$ cat config.mk
export PLATFORM = sky130hd
export DESIGN_NAME = rb_alias_bank
export DESIGN_NICKNAME = d
export VERILOG_FILES = /design/src/rtl/rb_pkg.sv /design/src/rtl/rb_decode.sv /design/src/rtl/rb_plain_reg.sv /design/src/rtl/rb_alias_reg.sv /design/src/rtl/rb_alias_bank.sv
export SDC_FILE = /design/constraint.sdc
export NUM_CORES = 1
export LEC_CHECK = 0
export BUFFER_PORTS_ARGS = -buffer_cell sky130_fd_sc_hd__clkbuf_2
export CORE_MARGIN = 3
export CORE_UTILIZATION = 28
export CTS_CLUSTER_DIAMETER = 50
export DETAILED_ROUTE_END_ITERATION = 16
export PLACE_DENSITY_LB_ADDON = 0.08
export SYNTH_ARGS = -nofsm -noshare
export SYNTH_HDL_FRONTEND = slang
export SYNTH_SLANG_ARGS = --single-unit
$ cat constraint.sdc
create_clock -name clk_i -period 1.2 [get_ports clk_i]
set_input_delay 0.18 -clock clk_i [delete_from_list [all_inputs] [get_ports clk_i]]
set_output_delay 0.18 -clock clk_i [all_outputs]
set_load 0.02 [all_outputs]
$ cat src/rtl/rb_pkg.sv
package rb_pkg;
  localparam int unsigned DATA_W = 32;
  localparam logic [1:0]  SIZE_WORD = 2'b10;

  // position within a four-word alias group
  typedef enum logic [1:0] {
    OP_BASE = 2'd0,
    OP_SET  = 2'd1,
    OP_CLR  = 2'd2,
    OP_TOG  = 2'd3
  } alias_op_e;
endpackage

$ cat src/rtl/rb_decode.sv
module rb_decode import rb_pkg::*; #(
  parameter int unsigned ADDR_W       = 15,
  parameter int unsigned N_PLAIN      = 4,
  parameter int unsigned N_ALIAS      = 4,
  parameter int unsigned ALIAS_BASE   = 'h4000,
  parameter int unsigned REGION_BYTES = 'h5000,
  localparam int unsigned PIDX_W = (N_PLAIN > 1) ? $clog2(N_PLAIN) : 1,
  localparam int unsigned AIDX_W = (N_ALIAS > 1) ? $clog2(N_ALIAS) : 1
) (
  input  logic [ADDR_W-1:0] addr_i,
  input  logic [1:0]        size_i,
  output logic              err_o,
  output logic              plain_hit_o,
  output logic [PIDX_W-1:0] plain_idx_o,
  output logic              alias_hit_o,
  output logic [AIDX_W-1:0] alias_idx_o,
  output alias_op_e         op_o
);
  localparam int unsigned WORD_W = ADDR_W - 2;
  localparam int unsigned BLK_W  = WORD_W - 2;

  logic [WORD_W-1:0] word, rel_word;
  logic [BLK_W-1:0]  blk;
  logic              in_plain, in_alias;

  assign err_o    = (addr_i[1:0] != 2'b00) || (size_i != SIZE_WORD);
  assign word     = addr_i[ADDR_W-1:2];
  assign in_plain = addr_i < ADDR_W'(ALIAS_BASE);
  assign in_alias = (addr_i >= ADDR_W'(ALIAS_BASE)) && (addr_i < ADDR_W'(REGION_BYTES));
  assign rel_word = word - WORD_W'(ALIAS_BASE >> 2);
  assign blk      = rel_word[WORD_W-1:2];

  assign plain_hit_o = !err_o && in_plain && (word < WORD_W'(N_PLAIN));
  assign plain_idx_o = word[PIDX_W-1:0];
  assign alias_hit_o = !err_o && in_alias && (blk < BLK_W'(N_ALIAS));
  assign alias_idx_o = blk[AIDX_W-1:0];
  assign op_o        = alias_op_e'(rel_word[1:0]);
endmodule

$ cat src/rtl/rb_plain_reg.sv
module rb_plain_reg import rb_pkg::*; #(
  parameter logic [DATA_W-1:0] RST = '0
) (
  input  logic              clk_i,
  input  logic              rst_ni,
  input  logic              we_i,
  input  logic [DATA_W-1:0] wdata_i,
  output logic [DATA_W-1:0] q_o
);
  always_ff @(posedge clk_i or negedge rst_ni) begin
    if (!rst_ni)   q_o <= RST;
    else if (we_i) q_o <= wdata_i;
  end
endmodule

$ cat src/rtl/rb_alias_reg.sv
module rb_alias_reg import rb_pkg::*; #(
  parameter logic [DATA_W-1:0] RST  = '0,
  parameter logic [DATA_W-1:0] LOCK = '0
) (
  input  logic              clk_i,
  input  logic              rst_ni,
  input  logic              we_i,
  input  alias_op_e         op_i,
  input  logic [DATA_W-1:0] wdata_i,
  output logic [DATA_W-1:0] q_o
);
  logic [DATA_W-1:0] nxt;

  always_comb begin
    unique case (op_i)
      OP_SET:  nxt = q_o | wdata_i;
      OP_CLR:  nxt = q_o & ~wdata_i;
      OP_TOG:  nxt = q_o ^ wdata_i;
      default: nxt = wdata_i;
    endcase
  end

  // lock bits are forced only at reset; software may change them later
  always_ff @(posedge clk_i or negedge rst_ni) begin
    if (!rst_ni)   q_o <= RST | LOCK;
    else if (we_i) q_o <= nxt;
  end
endmodule

$ cat src/rtl/rb_alias_bank.sv
module rb_alias_bank import rb_pkg::*; #(
  parameter int unsigned ADDR_W       = 15,
  parameter int unsigned N_PLAIN      = 4,
  parameter int unsigned N_ALIAS      = 4,
  parameter int unsigned ALIAS_BASE   = 'h4000,
  parameter int unsigned REGION_BYTES = 'h5000,
  parameter logic [N_PLAIN-1:0][31:0] PLAIN_RST =
    {32'h0001_8D40, 32'hFFFF_FFFF, 32'h0000_0000, 32'h0401_16FF},
  parameter logic [N_ALIAS-1:0][31:0] ALIAS_RST =
    {32'h0400_0080, 32'h1018_101B, 32'h0001_2000, 32'h0001_3001},
  parameter logic [N_ALIAS-1:0][31:0] ALIAS_LOCK =
    {32'h0000_0000, 32'h0000_0000, 32'h8000_0000, 32'h8000_0000}
) (
  input  logic                      clk_i,
  input  logic                      rst_ni,
  input  logic                      req_valid_i,
  output logic                      req_ready_o,
  input  logic                      req_we_i,
  input  logic [1:0]                req_size_i,
  input  logic [ADDR_W-1:0]         req_addr_i,
  input  logic [31:0]               req_wdata_i,
  output logic                      rsp_valid_o,
  output logic                      rsp_err_o,
  output logic [31:0]               rsp_rdata_o,
  output logic [N_PLAIN*32-1:0]     plain_q_o,
  output logic [N_ALIAS*32-1:0]     alias_q_o
);
  localparam int unsigned PIDX_W = (N_PLAIN > 1) ? $clog2(N_PLAIN) : 1;
  localparam int unsigned AIDX_W = (N_ALIAS > 1) ? $clog2(N_ALIAS) : 1;

  logic              dec_err, dec_plain, dec_alias, wr;
  logic [PIDX_W-1:0] plain_idx;
  logic [AIDX_W-1:0] alias_idx;
  alias_op_e         op;
  logic [N_PLAIN-1:0][DATA_W-1:0] plain_q;
  logic [N_ALIAS-1:0][DATA_W-1:0] alias_q;
  logic [DATA_W-1:0] rd_val;

  assign req_ready_o = 1'b1;

  rb_decode #(
    .ADDR_W(ADDR_W), .N_PLAIN(N_PLAIN), .N_ALIAS(N_ALIAS),
    .ALIAS_BASE(ALIAS_BASE), .REGION_BYTES(REGION_BYTES)
  ) i_decode (
    .addr_i(req_addr_i), .size_i(req_size_i), .err_o(dec_err),
    .plain_hit_o(dec_plain), .plain_idx_o(plain_idx),
    .alias_hit_o(dec_alias), .alias_idx_o(alias_idx), .op_o(op)
  );

  assign wr = req_valid_i && req_we_i && !dec_err;

  for (genvar g = 0; g < N_PLAIN; g++) begin : g_plain
    rb_plain_reg #(.RST(PLAIN_RST[g])) i_reg (
      .clk_i, .rst_ni,
      .we_i(wr && dec_plain && (plain_idx == PIDX_W'(g))),
      .wdata_i(req_wdata_i), .q_o(plain_q[g])
    );
  end

  for (genvar g = 0; g < N_ALIAS; g++) begin : g_alias
    rb_alias_reg #(.RST(ALIAS_RST[g]), .LOCK(ALIAS_LOCK[g])) i_reg (
      .clk_i, .rst_ni,
      .we_i(wr && dec_alias && (alias_idx == AIDX_W'(g))),
      .op_i(op), .wdata_i(req_wdata_i), .q_o(alias_q[g])
    );
  end

  // every alias of a group reads back its base register
  always_comb begin
    rd_val = '0;
    if (dec_plain)      rd_val = plain_q[plain_idx];
    else if (dec_alias) rd_val = alias_q[alias_idx];
  end

  always_ff @(posedge clk_i or negedge rst_ni) begin
    if (!rst_ni) begin
      rsp_valid_o <= 1'b0;
      rsp_err_o   <= 1'b0;
      rsp_rdata_o <= '0;
    end else begin
      rsp_valid_o <= req_valid_i;
      rsp_err_o   <= req_valid_i && dec_err;
      rsp_rdata_o <= (req_valid_i && !req_we_i && !dec_err) ? rd_val : '0;
    end
  end

  assign plain_q_o = plain_q;
  assign alias_q_o = alias_q;
endmodule

## After elaboration in Yosys (flattened, before gate mapping)

Cells that the tools add are included.

| storage, ports and cells | value |
|---|---|
| bits in registers | 290 |
| input bits | 53 |
| word-level logic and storage cells | 79 |
| output and inout port bits | 291 |

| operators by class | value |
|---|---|
| reductions and logical operators | 26 |
| bitwise operators | 13 |
| equal/unequal tests | 10 |
| muxes and demuxes | 11 |
| $lt $le $gt $ge | 7 |
| add/subtract/negate cells | 1 |

Operators with widths:

| kind | count |
|---|---|
| $pmux 32 s3 | 4 |
| $mux 32 | 5 |
| $and 32x32->32 | 4 |
| $bmux 32 s2 | 2 |
| $or 32x32->32 | 4 |
| $xor 32x32->32 | 4 |
| $not 32->32 | 1 |
| $lt 15x15->1 const B | 2 |
| $logic_and 1x1->1 | 20 |
| $ge 15x15->1 const B | 1 |
| $lt 13x3->1 const B | 1 |
| $sub 13x13->13 const B | 1 |
| $eq 2x2->1 const B | 6 |
| $lt 11x3->1 const B | 1 |
| $eq 2x1->1 const B | 3 |
| $lt 2x3->1 const B | 2 |
| $logic_not 2->1 | 2 |
| $logic_not 1->1 | 2 |
| $ne 2x2->1 const B | 1 |
| $reduce_bool 2->1 | 1 |
| $logic_or 1x1->1 | 1 |

## Longest topological paths before layout

Gate-level depths: netlist (run 1).

| depth | value |
|---|---|
| word-level depth | 8 |
| depth in mapped cells | 8 |

## By module

Synthesis (run 1) repeated with hierarchy kept, for this count alone.

| unflattened totals | value |
|---|---|
| cells, all modules | 1,702 |
| area, all modules | 21,830.9 µm² |

Modules (own cells, without submodules):

| module | sequential area each (µm²) | area an instance (µm²) | cells each | instances |
|---|---|---|---|---|
| rb_alias_reg at g_alias[2].i_reg | 810.8 | 3,340.7 | 311 | 1 |
| rb_alias_reg at g_alias[0].i_reg | 807.0 | 3,337.0 | 311 | 1 |
| rb_alias_reg at g_alias[1].i_reg | 804.5 | 3,334.4 | 311 | 1 |
| rb_alias_reg at g_alias[3].i_reg | 803.3 | 3,333.2 | 311 | 1 |
| rb_alias_bank | 850.8 | 2,942.8 | 173 | 1 |
| rb_plain_reg at g_plain[2].i_reg | 840.8 | 1,385.1 | 68 | 1 |
| rb_plain_reg at g_plain[0].i_reg | 817.0 | 1,361.3 | 68 | 1 |
| rb_plain_reg at g_plain[3].i_reg | 808.3 | 1,352.5 | 68 | 1 |
| rb_plain_reg at g_plain[1].i_reg | 800.8 | 1,345.0 | 68 | 1 |
| rb_decode | 0.0 | 98.8 | 13 | 1 |

## Worst setup path before layout (run 1)

Ideal clock, no wire load.

| timing | value |
|---|---|
| kind | input to register |
| from | in req_addr_i[4] |
| to | reg g_plain[0].i_reg.q_o[11] |
| path slack | -0.693 ns |
| path buffers | 3 |
| library setup time | 0.128 ns |
| cell stages on the path | 7 |
| data arrival time | 1.765 ns |
| cells stage by stage | buf_2 > nor3_1 > nand2_1 > or4_1 > clkbuf_1 > buf_2 > mux2_1 |

| on the way | value |
|---|---|
| word-level cells in the longest chain between the ends | 5 |
| elaborated cells on any way between the ends | 6 |
| classes of those cells | order compare (2); reduce/logical (4) |

Ends and longest elaborated chain:

| element | RTL line | source |
|---|---|---|
| start, declared | rb_alias_bank.sv:20 | `input logic [ADDR_W-1:0] req_addr_i,` |
| $lt 15x15->1 | rb_decode.sv:28 | `assign in_plain = addr_i < ADDR_W'(ALIAS_BASE);` |
| $logic_and 1x1->1 | rb_decode.sv:33 | `assign plain_hit_o = !err_o && in_plain && (word < WORD_W'(N_PLAIN));` |
| $logic_and 1x1->1 * | rb_decode.sv:33 |  |
| $logic_and 1x1->1 * (2 in series) | rb_alias_bank.sv:55 | `.we_i(wr && dec_plain && (plain_idx == PIDX_W'(g))),` |
| end signal, assigned | rb_plain_reg.sv:12 | `else if (we_i) q_o <= wdata_i;` |
| end, declared | rb_plain_reg.sv:8 | `output logic [DATA_W-1:0] q_o` |

Mark *: on every way between the ends. The rest lies on a longest branch, timed or not.
A chain may end at the register's enable or synchronous reset.

## Final worst setup path (run 1)

| timing | value |
|---|---|
| from | reg g_alias[0].i_reg.q_o[11] |
| to | out alias_q_o[11] |

RTL lines:

| element | RTL line | source |
|---|---|---|
| start, declared | rb_alias_reg.sv:10 | `output logic [DATA_W-1:0] q_o` |
| start signal, assigned | rb_alias_reg.sv:25 | `if (!rst_ni) q_o <= RST \| LOCK;` |
| start signal, assigned | rb_alias_reg.sv:26 | `else if (we_i) q_o <= nxt;` |
| end, declared | rb_alias_bank.sv:26 | `output logic [N_ALIAS*32-1:0] alias_q_o` |

No word-level cell between the ends.

==> flow_metrics.py, run 1 <==
metrics = {
    "setup_path": {
        "worst-setup-path-type": "reg2out",
        "crit_chain": "buf_6, buf_6, buf_8",
        "worstPathMaxFanout": 4,
        "cp.arrival_ns": 1.39,
        "cp_slowest_stage_delay_ns": 0.43,
        "crit_path_end_kind": "primary output",
        "crit_required_ns": 1.02,
        "critical-path-slowest-cell": "dfrtp_1",
        "worstSetupStartpointType": "register",
        "cpMostUsedCell": "buf_6",
    },
    "timing": {
        "finalCritPeriodShare": 1.30,
        "slew_headroom": 0.600,
        "tightest_slew_ns": 0.599,
        "skew_ns": 0.0167,
        "period_needed_ns": 1.57,
        "finalSetupViolations": 578,
        "maxSlewViolCount": 0,
        "fmax_mhz": 639,
        "fin_tns_setup_ns": -122.39,
        "rsz0062_at_grt": "true",
        "fin_ws_ns": -0.365,
        "final_hold_viol_count": 0,
    },
    "route": {
        "routed_via_density": 4.76,
        "dr.pass1.iters": 4,
        "wl_um": 80800,
        "avgRoutedWirePerCell_um": 21.6,
        "vias": 17800,
        "drc": 0,
        "drt_iter0_drc": 762,
        "postRouteAntennaNets": 0,
    },
    "floorplan": {
        "dieArea_mm2": 0.0733,
        "rows": 96,
        "die_h_um": 271,
        "fp.dieW_um": 271,
        "start_util": 0.284,
        "core_area_mm2": 0.0691,
        "num_io_pins": 344,
    },
    "power_and_ir_drop": {
        "p_int_uw": 20800,
        "net-switching-power_uw": 7890,
        "power_frac_comb": 0.114,
        "irDropWorstVdd_uv": 983,
        "p_clk_frac": 0.544,
        "power_uw": 28700,
        "switching_share": 0.275,
        "seqPwrFrac": 0.341,
        "p_leak_uw": 0.0165,
        "power.density_mw_per_mm2": 791,
    },
    "layout": {
        "finalNetCount": 3071,
        "drive_gt1_frac": 0.629,
        "syn2layout_area_growth_pct": 85.1,
        "fin_cells": 3739,
        "final_util": 0.526,
    },
    "synthesis": {
        "synthArstFlopShare": 1.00,
        "ys.flop_type": "dfrtp_1",
        "synth-edff-count": 0,
        "ys_types": 32,
        "synth_common_cells": "256 x ha_1, 246 x a21oi_1, 225 x inv_1",
        "yosysMostFrequentCell": "ha_1",
        "synth_area_leader_cell": "dfrtp_1",
        "synth_area_leaders": "dfrtp_1 28%, ha_1 16%, mux2_2 12%, dfstp_2 9.2%, mux4_2 7.3%",
        "yosysWarningCount": 0,
        "synth_nets": 2139,
        "syn_area_mm2": 0.0196,
        "yosysTopAreaCellShare": 0.282,
        "yosysSeqAreaShare": 0.374,
        "synth.avg_cell_area_um2": 10.7,
        "yosys_register_bits": 290,
        "synthCells": 1830,
    },
    "min_path": {
        "worst_hold_path_type": "in2reg",
    },
    "job": {
        "drv_cap": 0,
    },
    "clock_network": {
        "clock_path_buffers": 3,
        "cts_sinks": 290,
        "clockRootBuffer": "clkbuf_16",
        "clock_latency_ns": 0.59,
        "cts_made_buffers": 55,
        "h-tree-depth": 2,
        "cts_tree": "built",
        "clk_pin_slew_worst_paths_ns": 0.06,
    },
    "global_route": {
        "grtUsageMet1": 0.282,
        "grt_pass1_wl_um": 119000,
        "grt.total_usage": 0.210,
        "grt_max_degree": 74,
        "met2_usage": 0.345,
        "use_met3": 0.0389,
        "antenna_found_initial": 2,
        "grt_pass1_vias": 18600,
        "grt_busiest_layer": "met2",
        "grt_overflow": 0,
    },
    "run_status": {
        "outcome": "complete, but fails checks",
        "violations": "setup timing",
    },
    "placed_design": {
        "gp_congestion": 0.772,
        "portBuffers": 342,
        "dp_hpwl_um": 47000,
        "dp_cells": 3303,
        "pre_cts_ws_ns": -1.02,
    },
}
==> sequential cells by signal, summed over array words and instances (netlist names) <==
| name | flops |
|---|---|
| g_alias.i_reg.q_o | 128 |
| g_plain.i_reg.q_o | 128 |
| rsp_rdata_o | 32 |
| rsp_err_o | 1 |
| rsp_valid_o | 1 |
==> power groups by stage <==
stage	sequential, µW	combinational (µW)	clock, µW
after global routing	9800	3640	16500
after detailed placement	9970	2700	0
after floorplan	9980	1480	0
after CTS	9810	3060	16100
final	9810	3280	15600
after global placement	9970	2630	0
==> metrics by stage <==
step | area, µm² | hold WS, ns
after global routing | 36300 | 0.00904
after detailed placement | 25000 | 0.0101
after CTS | 33900 | 0.00121
after global placement | 25000 | 0.00961
final | 36300 | 0.0276
after floorplan | 19900 | -0.116
==> kinds of logic (layout without fill, tap and decap cells) <==
family | count (synthesis) | in the layout | synth area share
AO/OA/AOI/OAI | 406 | 406 | 0.121
buffers and inverters | 350 | 1327 | 0.0697
multiplexers | 330 | 330 | 0.225
flip-flops | 290 | 290 | 0.374
adder cells (fa/ha/maj) | 256 | 256 | 0.163
AND/OR/NAND/NOR | 197 | 197 | 0.0475
other | 1 | 2 | 0.000191
==> worst paths after layout <==
kind,cells after the start,slack (ns),from,to
max,3,-0.37,g_alias[0].i_reg.q_o[11],alias_q_o[11]
min in group asynchronous,2,0.19,rst_ni,g_plain[2].i_reg.q_o[1]
max in group asynchronous,3,0.30,rst_ni,g_alias[1].i_reg.q_o[1]
max reg2reg,6,-0.26,g_alias[3].i_reg.q_o[20],g_alias[3].i_reg.q_o[20]
min,3,0.03,req_wdata_i[9],g_plain[2].i_reg.q_o[9]
min reg2reg,1,0.56,g_plain[0].i_reg.q_o[24],g_plain[0].i_reg.q_o[24]
==> per-layer routing <==
layer	up-vias	wire length (µm)
li1	8321	-
met5	-	0
met4	0	2440
met2	354	38500
met3	113	3230
met1	8991	36600
==> repair_timing <==
item / 4_1_cts / 5_1_grt
gates resized for setup: 1012 / 769
endpoints found under the hold margin: 390 / 0
hold buffers: 38 / 0
endpoints found under the setup margin: 578 / 578
cloned: 20 / 4
pin swaps: 126 / 86
buffers inserted: 228 / 62
==> worst max-delay path: cells and delay by family, from the launching register on <==
family,cells,cell delay (ns)
flip-flops,1,0.43
buffers and inverters,3,0.37
==> cells in the final DEF, fill, tap and decap left out, drive strengths merged <==
cell type / n
clkinv: 12
o22ai: 32
inv: 231
nand2: 15
ha: 256
bufinv: 3
nand2b: 1
conb: 1
buf: 913
dlygate4sd3: 38
dfstp: 69
or3: 1
o21ai: 10
or4: 3
nor4b: 2
nand4: 2
clkbuf: 118
nor2b: 34
mux4: 64
a21oi: 246
nor2: 129
mux2i: 20
nor3: 4
diode: 1
dfrtp: 221
nor3b: 2
nor4: 3
mux2: 246
and4b: 1
a211oi: 118
clkinvlp: 12
==> area by class of cell <==
class	instances	area (µm²)
antenna	1	2.50
clock buffer	69	1520
multi-input combinational	1190	13600
sequential	290	7360
timing repair buffer	1000	11500
fill	5924	32700
inverter	225	915
clock inverter	33	318
tap	931	1160
Note: power is estimated with default switching activity, not from simulation.
==> inputs of run 2 (changes only) <==
--- a/config.mk
+++ b/config.mk
@@ -8,9 +8,10 @@
 export BUFFER_PORTS_ARGS = -buffer_cell sky130_fd_sc_hd__clkbuf_2
 export CORE_MARGIN = 3
 export CORE_UTILIZATION = 28
-export CTS_CLUSTER_DIAMETER = 50
+export CTS_CLUSTER_DIAMETER = 100
 export DETAILED_ROUTE_END_ITERATION = 16
-export PLACE_DENSITY_LB_ADDON = 0.08
+export PLACE_DENSITY_LB_ADDON = 0.05
+export SETUP_SLACK_MARGIN = 0.05
 export SYNTH_ARGS = -nofsm -noshare
 export SYNTH_HDL_FRONTEND = slang
 export SYNTH_SLANG_ARGS = --single-unit
==> run 2 against run 1 <==
Net effect: the run still ends with setup timing left; critical path depth is 7 higher; total power is 8.3% lower; wire length is 2.4% lower; non-clock buffer count is 5 lower; global-route usage is 1.2 points lower; sequential power hardly changed; clock skew is 0.0034 ns higher; maximum frequency is 0.32% lower; critical path type is now in2reg; largest cell class unchanged; largest power group unchanged; highest routed layer unchanged.
==> flow_metrics.py, run 2 (synthesized netlist as in run 1, its figures left out) <==
metrics = {
    "run_status": {
        "outcome": "complete, but fails checks",
        "violations": "setup timing",
    },
    "setup_path": {
        "worst-setup-path-type": "in2reg",
        "crit_path_end_kind": "register",
        "worstPathMaxFanout": 6,
        "cp.arrival_ns": 2.01,
        "r2r_slack_ns": -0.30,
        "crit_required_ns": 1.64,
        "worstSetupStartpointType": "input pin",
        "crit_path_start": "req_addr_i[0]",
        "timing.rr.start": "g_alias[3].i_reg.q_o[8]",
    },
    "clock_network": {
        "clock_latency_ns": 0.58,
        "h-tree-depth": 2,
        "clockRootBuffer": "clkbuf_16",
        "clock_path_buffers": 3,
        "clk_pin_slew_worst_paths_ns": 0.05,
        "cts_sinks": 290,
        "cts_made_buffers": 41,
        "cts_tree": "built",
    },
    "floorplan": {
        "fp.dieW_um": 271,
        "core_area_mm2": 0.0691,
        "die_h_um": 271,
        "num_io_pins": 344,
        "rows": 96,
        "dieArea_mm2": 0.0733,
        "start_util": 0.284,
    },
    "timing": {
        "maxSlewViolCount": 0,
        "skew_ns": 0.0202,
        "fin_ws_ns": -0.371,
        "period_needed_ns": 1.57,
        "finalCritPeriodShare": 1.31,
        "rsz0062_at_grt": "true",
        "finalSetupViolations": 578,
        "fmax_mhz": 637,
        "final_hold_viol_count": 0,
    },
    "layout": {
        "syn2layout_area_growth_pct": 78.0,
        "final_common_cell": "buf_6",
        "top_regs": "g_alias.i_reg.q_o (128), g_plain.i_reg.q_o (128), rsp_rdata_o (32)",
        "drive_gt1_frac": 0.593,
        "final_area_mm2": 0.0349,
        "fillCellCount": 6172,
        "finalNetCount": 3052,
        "final_cell_mix": "393 x buf_6, 279 x buf_4, 213 x ha_1, 206 x dfrtp_1, 201 x mux2_4",
    },
    "min_path": {
        "hp-start": "req_wdata_i[9]",
        "worst_hold_path_type": "in2reg",
    },
    "power_and_ir_drop": {
        "power_uw": 26300,
        "p_leak_uw": 0.0162,
        "irDropWorstVdd_uv": 731,
        "power.density_mw_per_mm2": 754,
    },
    "route": {
        "drc": 0,
        "vias": 17500,
        "avgRoutedWirePerCell_um": 21.3,
        "drt_iter0_drc": 711,
        "postRouteAntennaNets": 0,
        "routed_via_density": 4.73,
        "wl_um": 78800,
        "dr.pass1.iters": 5,
    },
    "placed_design": {
        "gp_congestion": 0.779,
        "portBuffers": 342,
        "placed_area_mm2": 0.0251,
        "dp_hpwl_um": 47600,
    },
    "global_route": {
        "grt_overflow": 0,
        "grt_max_degree": 60,
        "grt_pass1_vias": 18000,
        "grt_pass1_wl_um": 113000,
        "grt.total_usage": 0.198,
        "antenna_found_initial": 1,
    },
    "job": {
        "drv_cap": 0,
    },
}
[run 2: worst paths after layout]
check / cells after the start / to
worst max-delay path: 10 / g_plain[3].i_reg.q_o[1]
worst min-delay path: 3 / g_plain[3].i_reg.q_o[9]
worst max register to register: 6 / g_alias[3].i_reg.q_o[8]
worst min register to register: 1 / g_plain[1].i_reg.q_o[9]
max in group asynchronous: 4 / g_plain[2].i_reg.q_o[18]
min in group asynchronous: 2 / g_plain[0].i_reg.q_o[30]
[run 2: worst max-delay path, cell delays in order]
cell and delay [ns]:
buf_6 0.10, nor4b_4 0.28, buf_4 0.17, nand4_4 0.10, buf_6 0.15, buf_6 0.12, nor3_4 0.21, buf_12 0.20
clkbuf_16 0.19, mux2_4 0.31
[run 2: repair_timing]
item / 4_1_cts / 5_1_grt
setup endpoints to repair: 578 / 578
hold buffers: 30 / 0
hold endpoints to repair: 339 / 0
pin swaps: 55 / 74
resized for setup: 774 / 878
setup buffers: 205 / 64
cloned: 11 / 11
[run 2: per-layer routing]
| metal | part of all wire | GRT usage |
|---|---|---|
| met1 | 0.46 | 0.269 |
| met2 | 0.48 | 0.333 |
| met3 | 0.039 | 0.0309 |
| met4 | 0.020 | 0.0440 |
| met5 | 0 | 0 |
[run 2: metrics by stage]
stage / TNS [ns] / hold WS [ns] / setup WS (ns) / utilization / std cells
3_5_place_dp: -251.26 / 0.0430 / -1.06 / 0.363 / 3320
4_1_cts: -135.15 / 0.00115 / -0.397 / 0.463 / 3642
6_report: -127.82 / 0.0356 / -0.371 / 0.506 / 3708
5_1_grt: -151.79 / 0.0319 / -0.408 / 0.506 / 3708
2_1_floorplan: -152.59 / -0.116 / -0.623 / - / 1830
3_3_place_gp: -247.34 / 0.0464 / -1.04 / 0.363 / 3320
[run 2: cell type report]
| type | instances | area, µm² | area share |
|---|---|---|---|
| Tap cell | 931 | 1160 | 0.0333 |
| Clock buffer | 60 | 1230 | 0.0352 |
| Antenna cell | 1 | 2.50 | 0.0000716 |
| Multi-Input combinational cell | 1190 | 12900 | 0.368 |
| Sequential cell | 290 | 7360 | 0.211 |
| Inverter | 225 | 890 | 0.0255 |
| Clock inverter | 16 | 236 | 0.00677 |
| Timing Repair Buffer | 995 | 11200 | 0.320 |
[run 2: where the power goes]
group          leakage (µW)  internal, µW  switching, µW  total (µW)
Clock              0.000725          8390           5070       13500
Sequential          0.00373          9800           3.66        9800
Combinational        0.0117          1230           1830        3070
